===== src/rtl/cnt_stage_pkg.sv =====
package cnt_stage_pkg;
   // Action applied to the count register at the next rising edge
   typedef enum logic [1:0] {
      CM_HOLD  = 2'd0,
      CM_LOAD  = 2'd1,
      CM_COUNT = 2'd2
   } cnt_mode_e;
endpackage


===== src/rtl/cnt_stage_ctrl.sv =====
module cnt_stage_ctrl
   import cnt_stage_pkg::*;
(
   input  logic      load_n,
   input  logic      en_par,
   input  logic      en_trk,
   output cnt_mode_e mode
);
   // Load wins over counting; counting needs both enables; otherwise hold
   always_comb begin
      if (!load_n)
         mode = CM_LOAD;
      else if (en_par && en_trk)
         mode = CM_COUNT;
      else
         mode = CM_HOLD;
   end
endmodule


===== src/rtl/cnt_stage_reg.sv =====
module cnt_stage_reg
   import cnt_stage_pkg::*;
#(
   parameter int WIDTH = 4
) (
   input  logic             clk,
   input  logic             clr_n,
   input  cnt_mode_e        mode,
   input  logic [WIDTH-1:0] din,
   output logic [WIDTH-1:0] q
);
   localparam logic [WIDTH-1:0] STEP = WIDTH'(1);

   initial begin
      width_range_chk: assert (WIDTH >= 1 && WIDTH <= 32)
         else $error("cnt_stage_reg: WIDTH out of range");
   end

   always_ff @(posedge clk or negedge clr_n) begin
      if (!clr_n)
         q <= '0;
      else begin
         unique case (mode)
            CM_LOAD:  q <= din;
            CM_COUNT: q <= q + STEP;
            default:  q <= q;
         endcase
      end
   end


   clear_zero_chk: assert property (@(posedge clk) !clr_n |-> q == '0);


   load_take_chk: assert property (@(posedge clk) disable iff (!clr_n)
      mode == CM_LOAD |=> q == $past(din));


   count_step_chk: assert property (@(posedge clk) disable iff (!clr_n)
      mode == CM_COUNT |=> q == WIDTH'($past(q) + STEP));


   hold_keep_chk: assert property (@(posedge clk) disable iff (!clr_n)
      mode == CM_HOLD |=> $stable(q));
endmodule


===== src/rtl/cnt_stage_carry.sv =====
module cnt_stage_carry #(
   parameter int WIDTH     = 4,
   parameter bit LOOKAHEAD = 1'b1
) (
   input  logic [WIDTH-1:0] q,
   input  logic             en_trk,
   output logic             carry
);
   logic full;

   generate
      if (LOOKAHEAD) begin : g_flat
         // single wide AND: one gate level for small widths
         assign full = &q;
      end else begin : g_chain
         // serial AND chain: one two-input gate per bit
         logic [WIDTH:0] acc;
         assign acc[0] = 1'b1;
         for (genvar i = 0; i < WIDTH; i++) begin : g_bit
            assign acc[i+1] = acc[i] & q[i];
         end
         assign full = acc[WIDTH];
      end
   endgenerate

   assign carry = en_trk & full;
endmodule


===== src/rtl/sync_count_stage.sv =====
module sync_count_stage
   import cnt_stage_pkg::*;
#(
   parameter int WIDTH     = 4,
   parameter bit LOOKAHEAD = 1'b1
) (
   input  logic             clk,
   input  logic             clr_n,
   input  logic             load_n,
   input  logic [WIDTH-1:0] din,
   input  logic             en_par,
   input  logic             en_trk,
   output logic [WIDTH-1:0] count,
   output logic             carry
);
   cnt_mode_e mode;

   cnt_stage_ctrl u_ctrl (
      .load_n (load_n),
      .en_par (en_par),
      .en_trk (en_trk),
      .mode   (mode)
   );

   cnt_stage_reg #(.WIDTH(WIDTH)) u_reg (
      .clk   (clk),
      .clr_n (clr_n),
      .mode  (mode),
      .din   (din),
      .q     (count)
   );

   cnt_stage_carry #(.WIDTH(WIDTH), .LOOKAHEAD(LOOKAHEAD)) u_carry (
      .q      (count),
      .en_trk (en_trk),
      .carry  (carry)
   );


   carry_wrap_chk: assert property (@(posedge clk) disable iff (!clr_n)
      (carry && en_par && load_n) |=> count == '0);


   carry_trk_chk: assert property (@(posedge clk) disable iff (!clr_n)
      !en_trk |-> !carry);


   load_full_carry_chk: assert property (@(posedge clk) disable iff (!clr_n)
      (!load_n && en_trk && (&din)) |=> carry);
endmodule


===== config.mk =====
export PLATFORM = sky130hd
export DESIGN_NAME = sync_count_stage
export DESIGN_NICKNAME = d
export VERILOG_FILES = /design/src/rtl/cnt_stage_pkg.sv /design/src/rtl/cnt_stage_ctrl.sv /design/src/rtl/cnt_stage_reg.sv /design/src/rtl/cnt_stage_carry.sv /design/src/rtl/sync_count_stage.sv
export SDC_FILE = /design/constraint.sdc
export NUM_CORES = 1
export LEC_CHECK = 0
export ABC_AREA = 1
export BUFFER_PORTS_ARGS = -buffer_cell sky130_fd_sc_hd__buf_2
export CAP_MARGIN = 15
export CORE_AREA = 2 2 39 41
export DETAILED_ROUTE_END_ITERATION = 7
export DIE_AREA = 0 0 41 43
export GPL_ROUTABILITY_DRIVEN = 0
export PLACE_DENSITY = 0.43
export SLEW_MARGIN = 20
export SYNTH_ARGS = -nofsm -noshare
export SYNTH_HDL_FRONTEND = slang
export SYNTH_HIERARCHICAL = 1
export SYNTH_SLANG_ARGS = --single-unit

===== constraint.sdc =====
create_clock -name clk -period 2 [get_ports clk]
set_input_delay 0.2 -clock clk [delete_from_list [all_inputs] [get_ports clk]]
set_output_delay 0.2 -clock clk [all_outputs]
set_load 0.02 [all_outputs]

# [Yosys cells after proc, flatten, opt, wreduce, memory -nomap -nowiden]
# Index checks and enable logic that the tools add are counted.
[classes] magnitude_cmp=0 n_mux=3 n_reduce_logical=3 shift=0 div=0 n_mul=0 n_eq_ne=2 addsub=1 n_bitwise=1
[op_table] op="$pmux W4 S2" n=1
[op_table] op="$add A4 B1 Y4 const B" n=1
[op_table] op="$mux W2" n=2
[op_table] op="$reduce_and A4 Y1" n=1
[op_table] op="$eq A2 B1 Y1 const B" n=1
[op_table] op="$eq A2 B2 Y1 const B" n=1
[op_table] op="$reduce_bool A2 Y1" n=1
[op_table] op="$and A1 B1 Y1" n=1
[op_table] op="$logic_and A1 B1 Y1" n=1
[word_totals] latch_bits=0 input_bits=9 ram_bits=0 ff_bits=4 romBits=0 out_inout_bits=5 n_memories=0 elab_cells=11

# [Logic depth before layout (Yosys ltp)]
# Gate-level depths: netlist of run 1.
[logic_depth] ltp_word=5 mapped_depth=8 depth_no_buf=8

# [By module]
# Netlist of run 1, hierarchy kept.
[modules_own_cells] module="cnt_stage_reg" seq_area_each_um2=100.1 cells_each=35 instances=1 area_per_inst_um2=249.0
[modules_own_cells] module="cnt_stage_ctrl" seq_area_each_um2=0.0 cells_each=3 instances=1 area_per_inst_um2=13.8
[modules_own_cells] module="cnt_stage_carry" seq_area_each_um2=0.0 cells_each=3 instances=1 area_per_inst_um2=12.5

# [Least setup slack after synthesis of run 1]
# No wires, ideal clock.
[synth_path] kind="register to register" startpoint="register u_reg.q[0]" endpoint="register u_reg.q[2]" t_arrival_ns=1.018 setup_time_ns=0.117 required_ns=1.883 slack_ns=0.865 path_buffers=0 period_less_slack_ns=1.135 path_stages_with_launch=6 cell_sequence="dfrtp_1 ha_1 nor2_2 nor2_1 o21ai_1 inv_1"
[synth_between] elab_chain_cells=2
[synth_rtl] item="from (decl)" line_no="cnt_stage_reg.sv:10" rtl="output logic [WIDTH-1:0] q"
[synth_rtl] item="from (signal assigned)" line_no="cnt_stage_reg.sv:24" rtl="CM_LOAD: q <= din;"
[synth_rtl] item="from (signal assigned)" line_no="cnt_stage_reg.sv:25" rtl="CM_COUNT: q <= q + STEP;"
[synth_rtl] item="from (signal assigned)" line_no="cnt_stage_reg.sv:26" rtl="default: q <= q;"
[synth_rtl] item="$add A4 B1 Y4" line_no="cnt_stage_reg.sv:25"
[synth_rtl] item="$pmux W4 S2" line_no="cnt_stage_reg.sv:23" rtl="unique case (mode)"
# No other way between the ends.
# A chain may end at the register's enable or synchronous reset.

# [Final worst setup path of run 1]
[layout_path] startpoint="register u_reg.q[0]" endpoint="output port carry"
[layout_between] elab_chain_cells=2
[layout_rtl] item="$reduce_and A4 Y1" line_no="cnt_stage_carry.sv:14" rtl="assign full = &q;"
[layout_rtl] item="$and A1 B1 Y1" line_no="cnt_stage_carry.sv:26" rtl="assign carry = en_trk & full;"
[layout_rtl] item="to (decl)" line_no="sync_count_stage.sv:14" rtl="output logic carry"
# No other way between the ends.

==> metrics.md, run 1 <==
| Metric | Value |
|---|---|
| Worst vdd ir | 263.9 uV |
| Syn nets | 52 |
| Reg-to-Reg End | u_reg/q[2] |
| CP Data Required Time | 1800 ps |
| Crit start category | flip-flop |
| Top-count cell post-synth | nand2_1 |
| CP Capture Type | output port |
| Post-synth EDFFs | 0 |
| Die area | 0.001763 sq mm |
| Top flop regs | u_reg/q x4 |
| Dominant synthesized flop cell | dfrtp_1 |
| Nets@finish | 71 |
| First-pass GRT wire length | 1.014 mm |
| Hold Crit Endpoint | u_reg/q[0] |
| Crit-path cells | nand2_1 -> nor2_1 -> buf_2 |
| Synth async-reset ratio | 100.0% |
| R2r setup slk | 890 ps |
| Number of global-route vias before repair | 273 |
| Total Wirelength | 648 um |
| PwrDens | 739.5 mW/mm^2 |
| Max-slew violations | 0 |
| Largest net degree at the start of global routing | 8 |
| Average wire per standard cell | 8.757 um |
| Final Hold Violating Endpoints | 0 |
| Post-synthesis sequential element count | 4 |
| Unrepaired setup endpoints after global routing | no |
| Synthesized area per cell | 6.714 sq um |
| DR pass1 iterations | 3 |
| Max-cap viol count | 0 |
| Leakage | 0.0002167 uW |
| Post-layout instance area | 392.9 sq um |
| Setup CP Type | reg2out |
| Slew headroom | 81.97% |
| Fin crit share | 60.29% |
| Cell count along the critical path | 3 |
| Arr. time, crit path | 1010 ps |
| Die Y-Extent | 43 um |
| Worst-Margin Slew | 270.4 ps |
| Later-pin clock latency in the skew report | 230 ps |
| Synth Instances | 41 |
| Initial Util | 19.89% |
| Initial drt markers | 2 |
| Post-synth top cells | nand2_1, nor2_1, dfrtp_1, inv_1, nand3_1 |
| Largest area contributor in the netlist | dfrtp_1 |
| Critical Path Fanout Max | 7 |
| Library cells used by synthesis | 12 |
| FF-to-FF Start | u_reg/q[0] |
| Reg2reg path depth | 5 |
| DRC Markers | 0 |
| Total global routing overflow | 0 |
| DIE WIDTH | 41 um |
| Yosys top cell area share | 36.36% |
| Worst hold path cell count | 3 |
| Number of cell rows | 14 |
| DP HPWL | 505.3 um |
| CTS Sinks | 4 |
| Worst path top cell family by delay | flip-flops |
| Largest register FFs | 4 |
| CTS tree | yes |
| Cts bufs inserted | 3 |
| GR Util All Layers | 8.586% |
| Post-Syn Area | 275.3 sq um |
| Ant diodes | 0 |
| Outcome | finished, final reports clean |
| PostCTS Resize Cnt | 0 |
| Antenna viol nets, final | 0 |
| Area delta synth->final | 42.73% |
| Vias post-DR | 307 |
| Initial antenna violation count | 0 |
| Synth top area cells | dfrtp_1, nand2_1, ha_1, nand3_1, nor2_1 |
| Dpl cell area | 360.3 sq um |
| Most flop-heavy register | u_reg/q |
| Root Buffer | clkbuf_4 |
| Worst hold path type | in2reg |
| I/O pin cnt | 14 |
| Crit path time final | 1206 ps |
| CTS H-tree depth | 1 |
| Final setup TNS | 0 ps |
| Longest Clk Path Bufs | 2 |
| Fraction of layout cells with a size suffix above 1 | 34.48% |
| Clock Pin Slew Worst Setup and Hold Paths | 30 ps |
| Via-per-instance ratio | 4.149 |
| Setup violations, final | 0 |
| Seq/Total Area, Yosys | 36.36% |
| Synth Warn # | 6 |
| Core area | 0.001384 sq mm |
| Hold_sp | din[0] |
| Critical path's slowest cell | dfrtp_1 |
| Max stage delay on crit path | 440 ps |
| Port bufs | 13 |
| Buf/Inv on CP | 1 |
| Peak Freq | 829.4 MHz |
| Skew final | 2.434 ps |
==> through the flow <==
stage,setup WS (ps),total power (uW),hold slack (ps),util (%),std cells
CTS,781.5,297.9,189.8,28.39,74
global placement,811.3,197.5,8.428,26.04,70
floorplan,864.8,163.2,-95.59,-,41
detailed placement,801.2,196.4,8.345,26.04,70
global route,702.4,315.0,227.5,28.39,74
finish,794.3,290.5,198.5,28.39,74
==> worst max path at each step <==
stage / from / to / slack (ps)
floorplan: u_reg/q[0] / u_reg/q[2] / 860
global placement: en_trk / u_reg/q[2] / 810
detailed placement: en_trk / u_reg/q[2] / 800
CTS: u_reg/q[0] / carry / 780
global route: u_reg/q[0] / carry / 700
finish: u_reg/q[0] / carry / 790
==> final cells by class <==
class                           count  area (sq um)
Clock buffer                        3         22.52
Fill cell                         166         991.0
Sequential cell                     4         100.1
Tap cell                           16         20.02
Multi-Input combinational cell     31         152.6
Inverter                            6         22.52
Timing Repair Buffer               14         75.07
==> power by group <==
| part | internal, uW | total (uW) | leakage, uW | switching, uW |
|---|---|---|---|---|
| logic | 34.2 | 83.3 | 0.000156 | 49.0 |
| registers | 93.4 | 112 | 0.0000467 | 18.9 |
| clock network | 66.8 | 94.9 | 0.0000138 | 28.2 |
==> what timing repair did <==
item	CTS	global route
hold endpoints to repair	4	0
endpoints found under the setup margin	0	0
setup buffers	0	0
hold buffers	1	0
==> worst register-to-register path: stages (launching register included) <==
cell and delay (ps):
dfrtp_1 440, ha_1 260, nor2_2 100, nor2_1 40
o21ai_1 120, inv_1 50
==> cell families (layout without fill, tap and decap cells) <==
group | after synthesis | after routing | share of synthesized area, %
AND/OR/NAND/NOR | 24 | 24 | 37.27
buffers and inverters | 6 | 23 | 8.181
AO/OA/AOI/OAI | 5 | 5 | 9.086
flip-flops | 4 | 4 | 36.37
adder cells (fa/ha/maj) | 2 | 2 | 9.089
==> layer usage <==
layer / vias up / track usage, % / share of wire, %
li1: 165 / - / -
met1: 135 / 9.508 / 48
met2: 7 / 12.81 / 46
met3: 0 / 3.141 / 6.2
met4: 0 / 6.000 / 0
met5: - / 0 / 0
==> layout by cell type (no fill, tap or decap), types with 2 or more instances in the layout <==
cell type | synthesis | layout
dfrtp_1 | 4 | 4
clkbuf_4 | 0 | 3
ha_1 | 2 | 2
nand2_1 | 12 | 12
nor2_2 | 2 | 2
inv_1 | 4 | 4
buf_2 | 0 | 13
a21oi_1 | 3 | 3
inv_2 | 2 | 2
nand3_1 | 4 | 4
nor2_1 | 5 | 5
(Power assumes the default switching activity.)
==> inputs of run 2 (changes only) <==
- clock period: 2 -> 1.2 ns (I/O delays scaled with it)
==> run 2 against run 1 <==
First-iteration DRC count did not move. Critical path type unchanged. Hold slack got worse by 73 ps. Sequential share of layout area fell by 1.3 points. Power rose by 75%. Clock power rose by 70%. Worst setup slack got worse by 700 ps. Global-route usage rose by 0.97 points. Non-clock buffer count rose by 2. Final area rose by 5.4%.
==> metrics.md, run 2 (synthesis results as in run 1) <==
| Metric | Value |
|---|---|
| Outcome | finished, final reports clean |
| First-pass GRT wire length | 1.104 mm |
| Initial drt markers | 2 |
| CTS H-tree depth | 1 |
| GR Util All Layers | 9.557% |
| Reg-to-Reg End | u_reg/q[2] |
| Crit path time final | 1110 ps |
| Setup violations, final | 0 |
| Skew final | 5.366 ps |
| Setup CP Type | reg2out |
| Antenna viol nets, final | 0 |
| Unrepaired setup endpoints after global routing | no |
| Ant diodes | 0 |
| Fraction of layout cells with a size suffix above 1 | 36.67% |
| Slew headroom | 82.59% |
| Total Wirelength | 680 um |
| Post-CTS setup buffers | 0 |
| Psw | 166.8 uW |
| Average wire per standard cell | 8.947 um |
| Met1 usage | 11.97% |
| Buf/Inv on CP | 2 |
| Met3 GRT Util | 4.712% |
| CTS tree | yes |
| Arr. time, crit path | 990 ps |
| Crit start category | flip-flop |
| Hold_sp | din[0] |
| Die area | 0.001763 sq mm |
| Clk pwr share | 31.7% |
| Initial Util | 19.89% |
| Cell-internal power | 340.6 uW |
| DIE WIDTH | 41 um |
| Number of global-route vias before repair | 268 |
| Later-pin clock latency in the skew report | 230 ps |
| Largest register FFs | 4 |
| PwrDens | 1225 mW/mm^2 |
| R2r setup slk | 160 ps |
| Final Hold Violating Endpoints | 0 |
| Tightest hold margin | 125.1 ps |
| Max stage delay on crit path | 360 ps |
| Largest net degree at the start of global routing | 8 |
| Final WS setup | 90.31 ps |
| Root Buffer | clkbuf_4 |
| Worst hold path cell count | 3 |
| Max-slew violations | 0 |
| Final setup TNS | 0 ps |
| Leakage | 0.0002274 uW |
| Worst vdd ir | 657.7 uV |
| CTS Sinks | 4 |
| DR pass1 iterations | 4 |
| Reg2reg path depth | 5 |
| Hold Crit Endpoint | u_reg/q[0] |
| Seq pwr share | 34.9% |
| Logic gate share of total power | 33.4% |
| Most flop-heavy register | u_reg/q |
| I/O pin cnt | 14 |
| Via-per-instance ratio | 4.184 |
| Fillers | 169 |
| Commonest non-fill, non-tap cells in the layout | buf_2, nand2_1, nor2_1 |
| Max-cap viol count | 0 |
| CP Capture Type | output port |
| Worst hold path type | in2reg |
| Fin crit share | 92.47% |
| Clock Pin Slew Worst Setup and Hold Paths | 40 ps |
| Total global routing overflow | 0 |
| Crit-path cells | buf_6 -> nand2_1 -> nor2_1 -> buf_4 |
| Number of cell rows | 14 |
| Grt peak-use layer | met1 |
| Critical path's slowest cell | dfrtp_1 |
| Worst path top cell family by delay | flip-flops |
| Critical Path Fanout Max | 6 |
| Area delta synth->final | 50.45% |
| Worst-Margin Slew | 261.2 ps |
| Setup slack at placement | 44.85 ps |
| Top flop regs | u_reg/q x4 |
| Nets@finish | 73 |
| Vias post-DR | 318 |
| Initial antenna violation count | 0 |
| DP HPWL | 525.7 um |
| Switching part of the total | 32.88% |
| Die Y-Extent | 43 um |
| CP Data Required Time | 1080 ps |
| Cts bufs inserted | 3 |
| Port bufs | 13 |
| DRC Markers | 0 |
| Core area | 0.001384 sq mm |
| Peak Freq | 901.2 MHz |
| Longest Clk Path Bufs | 2 |
| Met2 GRT Util | 11.56% |
| FF-to-FF Start | u_reg/q[0] |
[run 2: cell count changes in the layout (fill, tap and decap cells not counted), sizes merged]
cell	delta
buf	+2
[run 2: final cells by class]
| cell class | count | area (sq um) | area share, % |
|---|---|---|---|
| inverter | 6 | 22.52 | 5.438 |
| timing repair buffer | 16 | 96.34 | 23.26 |
| tap | 16 | 20.02 | 4.834 |
| multi-input combinational | 31 | 152.6 | 36.86 |
| clock buffer | 3 | 22.52 | 5.438 |
| sequential | 4 | 100.1 | 24.17 |
[run 2: layer usage]
metal	part of all wire (%)	routed length, um	up-vias
met1	47	320	141
li1	-	-	168
met3	5.9	40	2
met5	0	0	-
met2	45	309	7
met4	1.5	10	0
[run 2: worst max path at each step]
stage	end	startpoint	slack (ps)	depth (start not counted)
after floorplan	u_reg/q[2]	u_reg/q[0]	60	5
after global routing	carry	u_reg/q[0]	4	4
after global placement	u_reg/q[2]	en_trk	50	9
final	carry	u_reg/q[0]	90	4
after detailed placement	u_reg/q[2]	en_trk	40	9
after CTS	carry	u_reg/q[0]	60	4
[run 2: power by group through the flow]
| stage | combinational, uW | sequential (uW) | clock, uW |
|---|---|---|---|
| floorplan | 64.4 | 208 | 0 |
| global placement | 164 | 179 | 0 |
| detailed placement | 164 | 178 | 0 |
| CTS | 168 | 176 | 169 |
| global route | 190 | 180 | 185 |
| finish | 170 | 177 | 161 |
[run 2: repair_timing]
item,in CTS,in global routing
hold buffers,1,0
setup endpoints to repair,0,1
hold endpoints to repair,4,0
resized for setup,0,2
[run 2: per-stage QoR]
step | std cells | cell area (sq um) | utilization (%) | power (uW)
finish | 76 | 414.1 | 29.93 | 507.4
global route | 76 | 414.1 | 29.93 | 555.1
CTS | 76 | 407.9 | 29.48 | 513.0
detailed placement | 72 | 375.4 | 27.12 | 342.2
global placement | 72 | 375.4 | 27.12 | 342.6
floorplan | 41 | 275.3 | - | 272.0
[run 2: worst reg2reg max path: stages (launching register included)]
cell and delay [ps]:
dfrtp_1 380, ha_1 230, nor2_2 100, nor2_1 40, o21ai_1 120, inv_1 50
